## config.mk

```make
export PLATFORM = sky130hd
export DESIGN_NAME = fsk_char_framer
export DESIGN_NICKNAME = d
export VERILOG_FILES = /design/src/rtl/fsk_pkg.sv /design/src/rtl/fsk_rx_sync.sv /design/src/rtl/fsk_baud_timer.sv /design/src/rtl/fsk_frame_fsm.sv /design/src/rtl/fsk_sfr_regs.sv /design/src/rtl/fsk_char_framer.sv
export SDC_FILE = /design/constraint.sdc
export NUM_CORES = 1
export LEC_CHECK = 0
export BUFFER_PORTS_ARGS = -buffer_cell sky130_fd_sc_hd__buf_2
export CAP_MARGIN = 40
export CELL_PAD_IN_SITES_DETAIL_PLACEMENT = 1
export CELL_PAD_IN_SITES_GLOBAL_PLACEMENT = 2
export CORE_AREA = 2 2 101 103
export CTS_BUF_LIST = sky130_fd_sc_hd__clkbuf_8
export DETAILED_ROUTE_END_ITERATION = 6
export DIE_AREA = 0 0 103 105
export GPL_TIMING_DRIVEN = 0
export PLACE_DENSITY = 0.64
export SLEW_MARGIN = 40
export SYNTH_ARGS = -nofsm -noshare
export SYNTH_HDL_FRONTEND = slang
export SYNTH_SLANG_ARGS = --single-unit
```

## constraint.sdc

```tcl
create_clock -name clk -period 2.9 [get_ports clk]
set_clock_uncertainty 0.2 [all_clocks]
set_input_delay 0.145 -clock clk [delete_from_list [all_inputs] [get_ports clk]]
set_output_delay 0.145 -clock clk [all_outputs]
set_load 0.02 [all_outputs]
```

## src/rtl/fsk_pkg.sv

```systemverilog
package fsk_pkg;
  typedef enum logic [1:0] {
    ST_IDLE  = 2'd0,
    ST_START = 2'd1,
    ST_DATA  = 2'd2,
    ST_STOP  = 2'd3
  } frm_state_t;

  localparam int CB_ENABLE = 7;
  localparam int CB_FSK    = 6;
  localparam int CB_RAW    = 3;
  localparam int CB_PEND   = 0;
endpackage

```

## src/rtl/fsk_rx_sync.sv

```systemverilog
module fsk_rx_sync #(
  parameter int STAGES = 2
) (
  input  logic clk,
  input  logic rst,
  input  logic din,
  output logic dout
);
  logic [STAGES-1:0] chain_q;

  generate
    if (STAGES == 1) begin : g_one
      always_ff @(posedge clk) begin
        if (rst) chain_q <= 1'b1;
        else     chain_q <= din;
      end
    end else begin : g_many
      always_ff @(posedge clk) begin
        if (rst) chain_q <= '1;
        else     chain_q <= {chain_q[STAGES-2:0], din};
      end
    end
  endgenerate

  assign dout = chain_q[STAGES-1];
endmodule

```

## src/rtl/fsk_baud_timer.sv

```systemverilog
module fsk_baud_timer #(
  parameter int CYC_PER_BIT = 16
) (
  input  logic clk,
  input  logic rst,
  input  logic restart,
  input  logic run,
  output logic half_tick,
  output logic bit_tick
);
  localparam int HALF = CYC_PER_BIT / 2;
  localparam int CW   = $clog2(CYC_PER_BIT + 1);

  logic [CW-1:0] cnt_q;

  always_ff @(posedge clk) begin
    if (rst || restart)
      cnt_q <= '0;
    else if (run) begin
      if (cnt_q == CW'(CYC_PER_BIT - 1)) cnt_q <= '0;
      else                               cnt_q <= cnt_q + 1'b1;
    end
  end

  assign half_tick = run && (cnt_q == CW'(HALF - 1));
  assign bit_tick  = run && (cnt_q == CW'(CYC_PER_BIT - 1));
endmodule

```

## src/rtl/fsk_frame_fsm.sv

```systemverilog
module fsk_frame_fsm
  import fsk_pkg::*;
#(
  parameter int DATA_BITS = 8
) (
  input  logic                 clk,
  input  logic                 rst,
  input  logic                 active,
  input  logic                 rx,
  input  logic                 half_tick,
  input  logic                 bit_tick,
  output logic                 restart,
  output logic                 run,
  output logic                 done,
  output logic                 ferr,
  output logic [DATA_BITS-1:0] data
);
  localparam int IW = $clog2(DATA_BITS);

  frm_state_t           state_q;
  logic                 rx_prev_q;
  logic [IW-1:0]        idx_q;
  logic [DATA_BITS-1:0] shift_q;
  logic                 fall;

  assign fall    = rx_prev_q && !rx;
  assign run     = (state_q != ST_IDLE);
  assign restart = (state_q == ST_IDLE && active && fall) ||
                   (state_q == ST_START && half_tick && !rx);

  always_ff @(posedge clk) begin
    if (rst) begin
      state_q   <= ST_IDLE;
      rx_prev_q <= 1'b1;
      idx_q     <= '0;
      shift_q   <= '0;
      done      <= 1'b0;
      ferr      <= 1'b0;
      data      <= '0;
    end else begin
      rx_prev_q <= rx;
      done      <= 1'b0;
      ferr      <= 1'b0;
      if (!active) begin
        state_q <= ST_IDLE;
      end else begin
        unique case (state_q)
          ST_IDLE: if (fall) state_q <= ST_START;
          ST_START: if (half_tick) begin
            if (!rx) begin
              state_q <= ST_DATA;
              idx_q   <= '0;
            end else begin
              state_q <= ST_IDLE;
            end
          end
          ST_DATA: if (bit_tick) begin
            shift_q <= {rx, shift_q[DATA_BITS-1:1]};
            if (idx_q == IW'(DATA_BITS - 1)) state_q <= ST_STOP;
            else                             idx_q   <= idx_q + 1'b1;
          end
          ST_STOP: if (bit_tick) begin
            state_q <= ST_IDLE;
            if (rx) begin
              done <= 1'b1;
              data <= shift_q;
            end else begin
              ferr <= 1'b1;
            end
          end
          default: state_q <= ST_IDLE;
        endcase
      end
    end
  end
endmodule

```

## src/rtl/fsk_sfr_regs.sv

```systemverilog
module fsk_sfr_regs
  import fsk_pkg::*;
#(
  parameter int          AW        = 8,
  parameter logic [AW-1:0] CTRL_ADDR = 8'hE9,
  parameter logic [AW-1:0] BUF_ADDR  = 8'hEA
) (
  input  logic          clk,
  input  logic          rst,
  input  logic [AW-1:0] addr,
  input  logic [7:0]    wdata,
  input  logic          wr,
  input  logic          rd,
  input  logic          rx,
  input  logic          done,
  input  logic [7:0]    data,
  output logic          byte_act,
  output logic          bit_act,
  output logic [7:0]    buf_q,
  output logic [7:0]    rdata,
  output logic          pend_q
);
  logic en_q, fsk_q, raw_q;
  logic [7:0] ctrl_view;
  logic unused_wbits;

  assign unused_wbits = ^{wdata[5:4], wdata[2:0]};
  assign byte_act = en_q && fsk_q && !raw_q;
  assign bit_act  = en_q && fsk_q && raw_q;

  always_comb begin
    ctrl_view            = '0;
    ctrl_view[CB_ENABLE] = en_q;
    ctrl_view[CB_FSK]    = fsk_q;
    ctrl_view[CB_RAW]    = raw_q;
    ctrl_view[CB_PEND]   = pend_q;
  end

  always_ff @(posedge clk) begin
    if (rst) begin
      en_q  <= 1'b0;
      fsk_q <= 1'b0;
      raw_q <= 1'b0;
    end else if (wr && addr == CTRL_ADDR) begin
      en_q  <= wdata[CB_ENABLE];
      fsk_q <= wdata[CB_FSK];
      raw_q <= wdata[CB_RAW];
    end
  end

  always_ff @(posedge clk) begin
    if (rst)                 buf_q    <= '0;
    else if (bit_act)        buf_q[7] <= rx;
    else if (byte_act && done) buf_q  <= data;
  end

  always_ff @(posedge clk) begin
    if (rst)                       pend_q <= 1'b0;
    else if (!byte_act)            pend_q <= 1'b0;
    else if (done)                 pend_q <= 1'b1;
    else if (rd && addr == BUF_ADDR) pend_q <= 1'b0;
  end

  always_ff @(posedge clk) begin
    if (rst) rdata <= '0;
    else if (rd) begin
      if (addr == CTRL_ADDR)     rdata <= ctrl_view;
      else if (addr == BUF_ADDR) rdata <= buf_q;
      else                       rdata <= '0;
    end
  end
endmodule

```

## src/rtl/fsk_char_framer.sv

```systemverilog
module fsk_char_framer #(
  parameter int          CLK_HZ      = 50_000_000,
  parameter int          BAUD        = 1200,
  parameter int          SYNC_STAGES = 2,
  parameter logic [7:0]  CTRL_ADDR   = 8'hE9,
  parameter logic [7:0]  BUF_ADDR    = 8'hEA
) (
  input  logic       clk,
  input  logic       rst,
  input  logic       rx_bit,
  input  logic [7:0] sfr_addr,
  input  logic [7:0] sfr_wdata,
  input  logic       sfr_wr,
  input  logic       sfr_rd,
  output logic [7:0] sfr_rdata,
  output logic       irq
);
  localparam int CYC_PER_BIT = CLK_HZ / BAUD;

  logic       rx_s;
  logic       half_tick, bit_tick, restart, run;
  logic       frame_done, frame_err;
  logic [7:0] frame_data;
  logic       byte_act, bit_act;
  logic [7:0] buf_q;

  fsk_rx_sync #(.STAGES(SYNC_STAGES)) u_sync (
    .clk(clk), .rst(rst), .din(rx_bit), .dout(rx_s)
  );

  fsk_baud_timer #(.CYC_PER_BIT(CYC_PER_BIT)) u_timer (
    .clk(clk), .rst(rst), .restart(restart), .run(run),
    .half_tick(half_tick), .bit_tick(bit_tick)
  );

  fsk_frame_fsm #(.DATA_BITS(8)) u_fsm (
    .clk(clk), .rst(rst), .active(byte_act), .rx(rx_s),
    .half_tick(half_tick), .bit_tick(bit_tick),
    .restart(restart), .run(run), .done(frame_done),
    .ferr(frame_err), .data(frame_data)
  );

  fsk_sfr_regs #(.AW(8), .CTRL_ADDR(CTRL_ADDR), .BUF_ADDR(BUF_ADDR)) u_regs (
    .clk(clk), .rst(rst), .addr(sfr_addr), .wdata(sfr_wdata),
    .wr(sfr_wr), .rd(sfr_rd), .rx(rx_s), .done(frame_done),
    .data(frame_data), .byte_act(byte_act), .bit_act(bit_act),
    .buf_q(buf_q), .rdata(sfr_rdata), .pend_q(irq)
  );
endmodule

```

* Word level (Yosys, flattened, before mapping)
Index checks and enable logic that the tools add are counted.
** Operators by class
- Reductions and logical operators :: 29
- Shift-type cells :: 0
- $add $sub $neg :: 2
- $lt $le $gt $ge :: 0
- Bitwise gates (word level) :: 4
- Multiplexer cells :: 20
- $mul :: 0
- Eq/ne operators :: 15
- Divide/modulo/power cells :: 0
** Operators with widths (count)
- $mux W8 :: 3
- $add A16 B1 Y16 const B :: 1
- $eq A16 B15 Y1 const B :: 1
- $eq A16 B16 Y1 const B :: 1
- $eq A8 B8 Y1 const B :: 2
- $mux W16 :: 1
- $logic_and A1 B1 Y1 :: 13
- $mux W2 :: 6
- $mux W3 :: 4
- $ne A2 B2 Y1 const B :: 4
- $pmux W2 S4 :: 1
- $reduce_bool A2 Y1 :: 4
- $ne A2 B1 Y1 const B :: 3
- $pmux W3 S2 :: 1
- $reduce_and A6 Y1 :: 1
- $reduce_and A5 Y1 :: 1
- $eq A2 B2 Y1 const B :: 2
- $mux W1 :: 4
- $not A1 Y1 :: 4
- $reduce_and A4 Y1 :: 1
- $reduce_or A4 Y1 :: 1
- $add A3 B1 Y3 const B :: 1
- $eq A3 B3 Y1 const B :: 1
- $reduce_and A3 Y1 :: 1
- 6 further kinds :: 8
** Word-level totals
- RAM bits :: 0
- Word-level logic and storage cells :: 85
- Bits in read-only memories :: 0
- Bits of input ports :: 21
- Flip-flop bits (word level) :: 61
- Output and inout bits :: 9
- Memories kept :: 0
- Latch bits :: 0

* Logic depth before layout (Yosys ltp)
- Depth in word-level cells :: 6
- Gate-level depth with buffers :: 7
- Mapped depth without buffers :: 6

* Modules after synthesis
From an unflattened synthesis, not the netlist that was laid out.
** Unflattened totals
- Cell total of the unflattened synthesis :: 314
- Area, all modules :: 2807.7 µm²
** Modules (own cells, without submodules)
- fsk_frame_fsm :: instances 1, area an instance 1051.0 µm², sequential area each 480.5 µm², cells each 116
- fsk_sfr_regs :: instances 1, area an instance 854.6 µm², sequential area each 400.4 µm², cells each 100
- fsk_baud_timer :: instances 1, area an instance 849.6 µm², sequential area each 320.3 µm², cells each 94
- fsk_rx_sync :: instances 1, area an instance 52.6 µm², sequential area each 40.0 µm², cells each 4

* Worst setup path after synthesis
Ideal clock, no wire load.
- Path type :: reg-to-reg
- Start point :: register u_timer.cnt_q[0]
- End point :: register u_timer.cnt_q[10]
- Buffers on the path :: 1
- Clock period less this slack :: 1.897 ns
- Setup time :: 0.121 ns
- Data required time :: 2.579 ns
- Path slack :: 1.003 ns
- Cell stages (with the launch flop) :: 8
- Arrival :: 1.577 ns
- Cell sequence :: dfxtp_1 -> inv_1 -> ha_1 -> nor4bb_1 -> nand4_1 -> o21bai_2 -> buf_2 -> nor3_1
** Between the ends
- Word-level cells in the longest chain between the ends :: 6
- Elaborated cells between the ends (all ways) :: 9
- Classes of those cells :: 1 x add/sub; 2 x eq/ne; 1 x mux; 5 x reduce/logical
** Ends and longest elaborated chain
- from (decl) :: RTL line fsk_baud_timer.sv:14 : logic [CW-1:0] cnt_q;
- from (signal assigned) :: RTL line fsk_baud_timer.sv:21 : else cnt_q <= cnt_q + 1'b1;
- branches (longest 6 deep; another with $add A16 B1 Y16)
Several ways; the timed one is not identified.
A chain may end at the register's enable or synchronous reset.

* Worst setup path in the final report
Ends and elaborated chain as after synthesis.

==> flow_metrics.env <==
export IMPL_drv_cap=0
export IMPL_grt_usage=0.1385
export IMPL_antenna_left=0
export IMPL_cts_buffers=9
export IMPL_routabilityCongestion=0.6951
export IMPL_synth_edf_count=0
export IMPL_grt_max_degree=11
export IMPL_start_util=0.2967
export IMPL_synth_top_area_frac=0.4269
export IMPL_synth_area_leaders="dfxtp_1, mux2i_1, nand2b_1"
export IMPL_synth_area_um2=2860
export IMPL_die_area_um2=10820
export IMPL_ys_flop_type="dfxtp_1"
export IMPL_critPathTopFamily="simple AND/OR/NAND/NOR gates"
export IMPL_async_flop_share=0
export IMPL_path_class="reg2reg"
export IMPL_firstDrtPassIters=4
export IMPL_final_common_cell="dfxtp_1"
export IMPL_grt_overflow=0
export IMPL_crit_path_end_kind="flip-flop"
export IMPL_clock_sinks=61
export IMPL_syn_to_final_growth_pct=19.51
export IMPL_worst_path_max_fanout=10
export IMPL_die_w_um=103
export IMPL_grt_first_pass_wirelength_um=11720
export IMPL_wl_per_cell_um=14.53
export IMPL_drive_above_1_share=0.1744
export IMPL_finalSetupViolations=0
export IMPL_grt_pass1_vias=2292
export IMPL_finalCritPeriodShare=0.8127
export IMPL_synth_area_per_cell_um2=9.534
export IMPL_core_um2=9639
export IMPL_num_antenna_cells=0
export IMPL_max_stage_delay_ps=440
export IMPL_antenna_found_initial=0
export IMPL_tns_ps=0
export IMPL_cp_num_buf_inv=2
export IMPL_leakage_nw=1.153
export IMPL_yosysWarnings=0
export IMPL_max_freq_mhz=424.3
export IMPL_rsz0062_at_grt="false"
export IMPL_row_count=36
export IMPL_via_count=2288
export IMPL_clock_path_buffers=2
export IMPL_hp_class="in2reg"
export IMPL_p_per_area_nw_per_um2=511.2
export IMPL_slew_headroom=0.5225
export IMPL_synth_cell_type_count=58
export IMPL_dp_cells=456
export IMPL_hold_ws_ps=99.45
export IMPL_yosysSeqAreaShare=0.4269
export IMPL_insertion_delay_ps=330
export IMPL_finalWirelength_um=6933
export IMPL_cts_tree="done"
export IMPL_fp_dieH_um=105
export IMPL_cp_required_ps=2910
export IMPL_cp_arrival_ps=2370
export IMPL_postCtsSetupBuffers=0
export IMPL_root_buffer="clkbuf_8"
export IMPL_io_buffers=23
export IMPL_peakVddDrop_mv=0.2279
export IMPL_min_period_ps=2357
export IMPL_slew_viol_final=0
export IMPL_hold_viol=0
export IMPL_synth_cells=300
export IMPL_syn_num_nets=326
export IMPL_fin_nets=365
export IMPL_io_pins=30
export IMPL_reg2reg_setup_slack_ps=540
export IMPL_ys_seq_elements=61
export IMPL_htree_levels=3
export IMPL_hpwl_um=4985
export IMPL_drc_errors=0
export IMPL_clk_pin_slew_ps=70
export IMPL_stdcell_count=477
export IMPL_slowest_stage="o21bai_2"
export IMPL_post_cts_resized=0
export IMPL_yosys_area_top_type="dfxtp_1"
export IMPL_mostFrequentLayoutCells="dfxtp_1, buf_2, nand2b_1"
export IMPL_drtIter0Drc=85
export IMPL_routed_via_density=4.797
export IMPL_start_kind="flip-flop"
export IMPL_outcome="finished, final reports clean"
export IMPL_worst_pin_slew_ps=713.6
export IMPL_crit_chain="inv_1 > ha_1 > nor4bb_1 > nand4_1 > o21bai_2 > buf_2 > nor3_1"
-- final cells by class --
type | instances | area [um2]
Buffer | 12 | 56.30
Clock buffer | 11 | 151.4
Clock inverter | 5 | 75.07
Fill cell | 1154 | 6221
Inverter | 7 | 26.28
Multi-Input combinational cell | 220 | 1556
Sequential cell | 61 | 1221
Tap cell | 133 | 166.4
Timing Repair Buffer | 28 | 165.2
-- worst register-to-register path, delay by kind of cell, from the launching register on --
family / cells / cell delay, ps
flops: 1 / 360
compound gates: 1 / 440
buf+inv: 2 / 440
fa+ha+maj: 1 / 160
simple gates: 3 / 650
-- flip-flops by register name, indices dropped and copies added (netlist names), named ones only --
signal           count
u_fsm.state_q        1
u_regs.raw_q         1
u_regs.pend_q        1
u_fsm.shift_q        8
u_fsm.data           8
u_fsm.rx_prev_q      1
u_sync.chain_q       2
u_fsm.idx_q          3
u_regs.fsk_q         1
u_regs.en_q          1
u_regs.rdata         8
u_fsm.done           1
u_regs.buf_q         8
u_timer.cnt_q       16
-- path summary, 6_finish.rpt --
| path | from | endpoint | cells after the start |
|---|---|---|---|
| setup / recovery | u_timer.cnt_q[0]$_SDFFE_PP0P_ | u_timer.cnt_q[10]$_SDFFE_PP0P_ | 7 |
| hold / removal | sfr_addr[1] | u_regs.rdata[7]$_SDFFE_PP0P_ | 5 |
| setup reg to reg | u_timer.cnt_q[0]$_SDFFE_PP0P_ | u_timer.cnt_q[10]$_SDFFE_PP0P_ | 7 |
| hold reg to reg | u_sync.chain_q[0]$_SDFF_PP1_ | u_sync.chain_q[1]$_SDFF_PP1_ | 1 |
-- power by group --
group	total [mW]	switching, mW	internal [mW]	leakage, nW
Combinational	0.0475	0.0255	0.0221	0.543
Clock	0.859	0.334	0.525	0.118
Sequential	0.841	0.00159	0.839	0.492
-- cell usage after synthesis (3+ instances only) --
library cell,instances
o2bb2ai_1,3
a32oi_1,3
buf_2,3
dfxtp_1,61
nor2_1,10
nand2b_1,25
ha_1,5
nand2_1,24
xor2_1,6
clkbuf_1,8
nand3_1,13
or3_1,4
nor3_1,17
a22oi_1,4
a21oi_1,15
or2_2,4
nor2b_1,3
nand4_1,8
o21ai_0,5
mux2i_1,20
xnor2_1,6
inv_1,6
-- cells by family after synthesis --
group | count (synthesis) | share of synthesized area
flip-flops | 61 | 0.4269
adder cells (fa/ha/maj) | 5 | 0.02187
AO/OA/AOI/OAI | 47 | 0.1190
multiplexers | 20 | 0.06999
AND/OR/NAND/NOR | 136 | 0.2966
XOR/XNOR | 12 | 0.03675
buffers and inverters | 19 | 0.02887
-- per-stage QoR --
stage                     utilization  setup WS [ps]  cell area, um2  power, mW
after floorplan                     -           1003            2860     0.8830
after global placement         0.3259          561.3            3142     0.9031
after detailed placement       0.3259          535.2            3142     0.9032
after CTS                      0.3546          518.5            3418      1.781
after global routing           0.3546          336.7            3418      1.820
final                          0.3546          543.2            3418      1.747
-- metal layers --
layer  track usage  part of all wire  vias to the layer above
met5             0                 0                        -
met4       0.05357             0.017                        0
met3       0.02943             0.029                        8
met2        0.1934              0.40                       33
met1        0.2051              0.55                     1079
li1              -                 -                     1168
-- timing repair --
item	4_1_cts	5_1_grt
hold buffers	5	0
setup endpoints to repair	0	0
endpoints found under the hold margin	5	0
(Power assumes the default switching activity.)
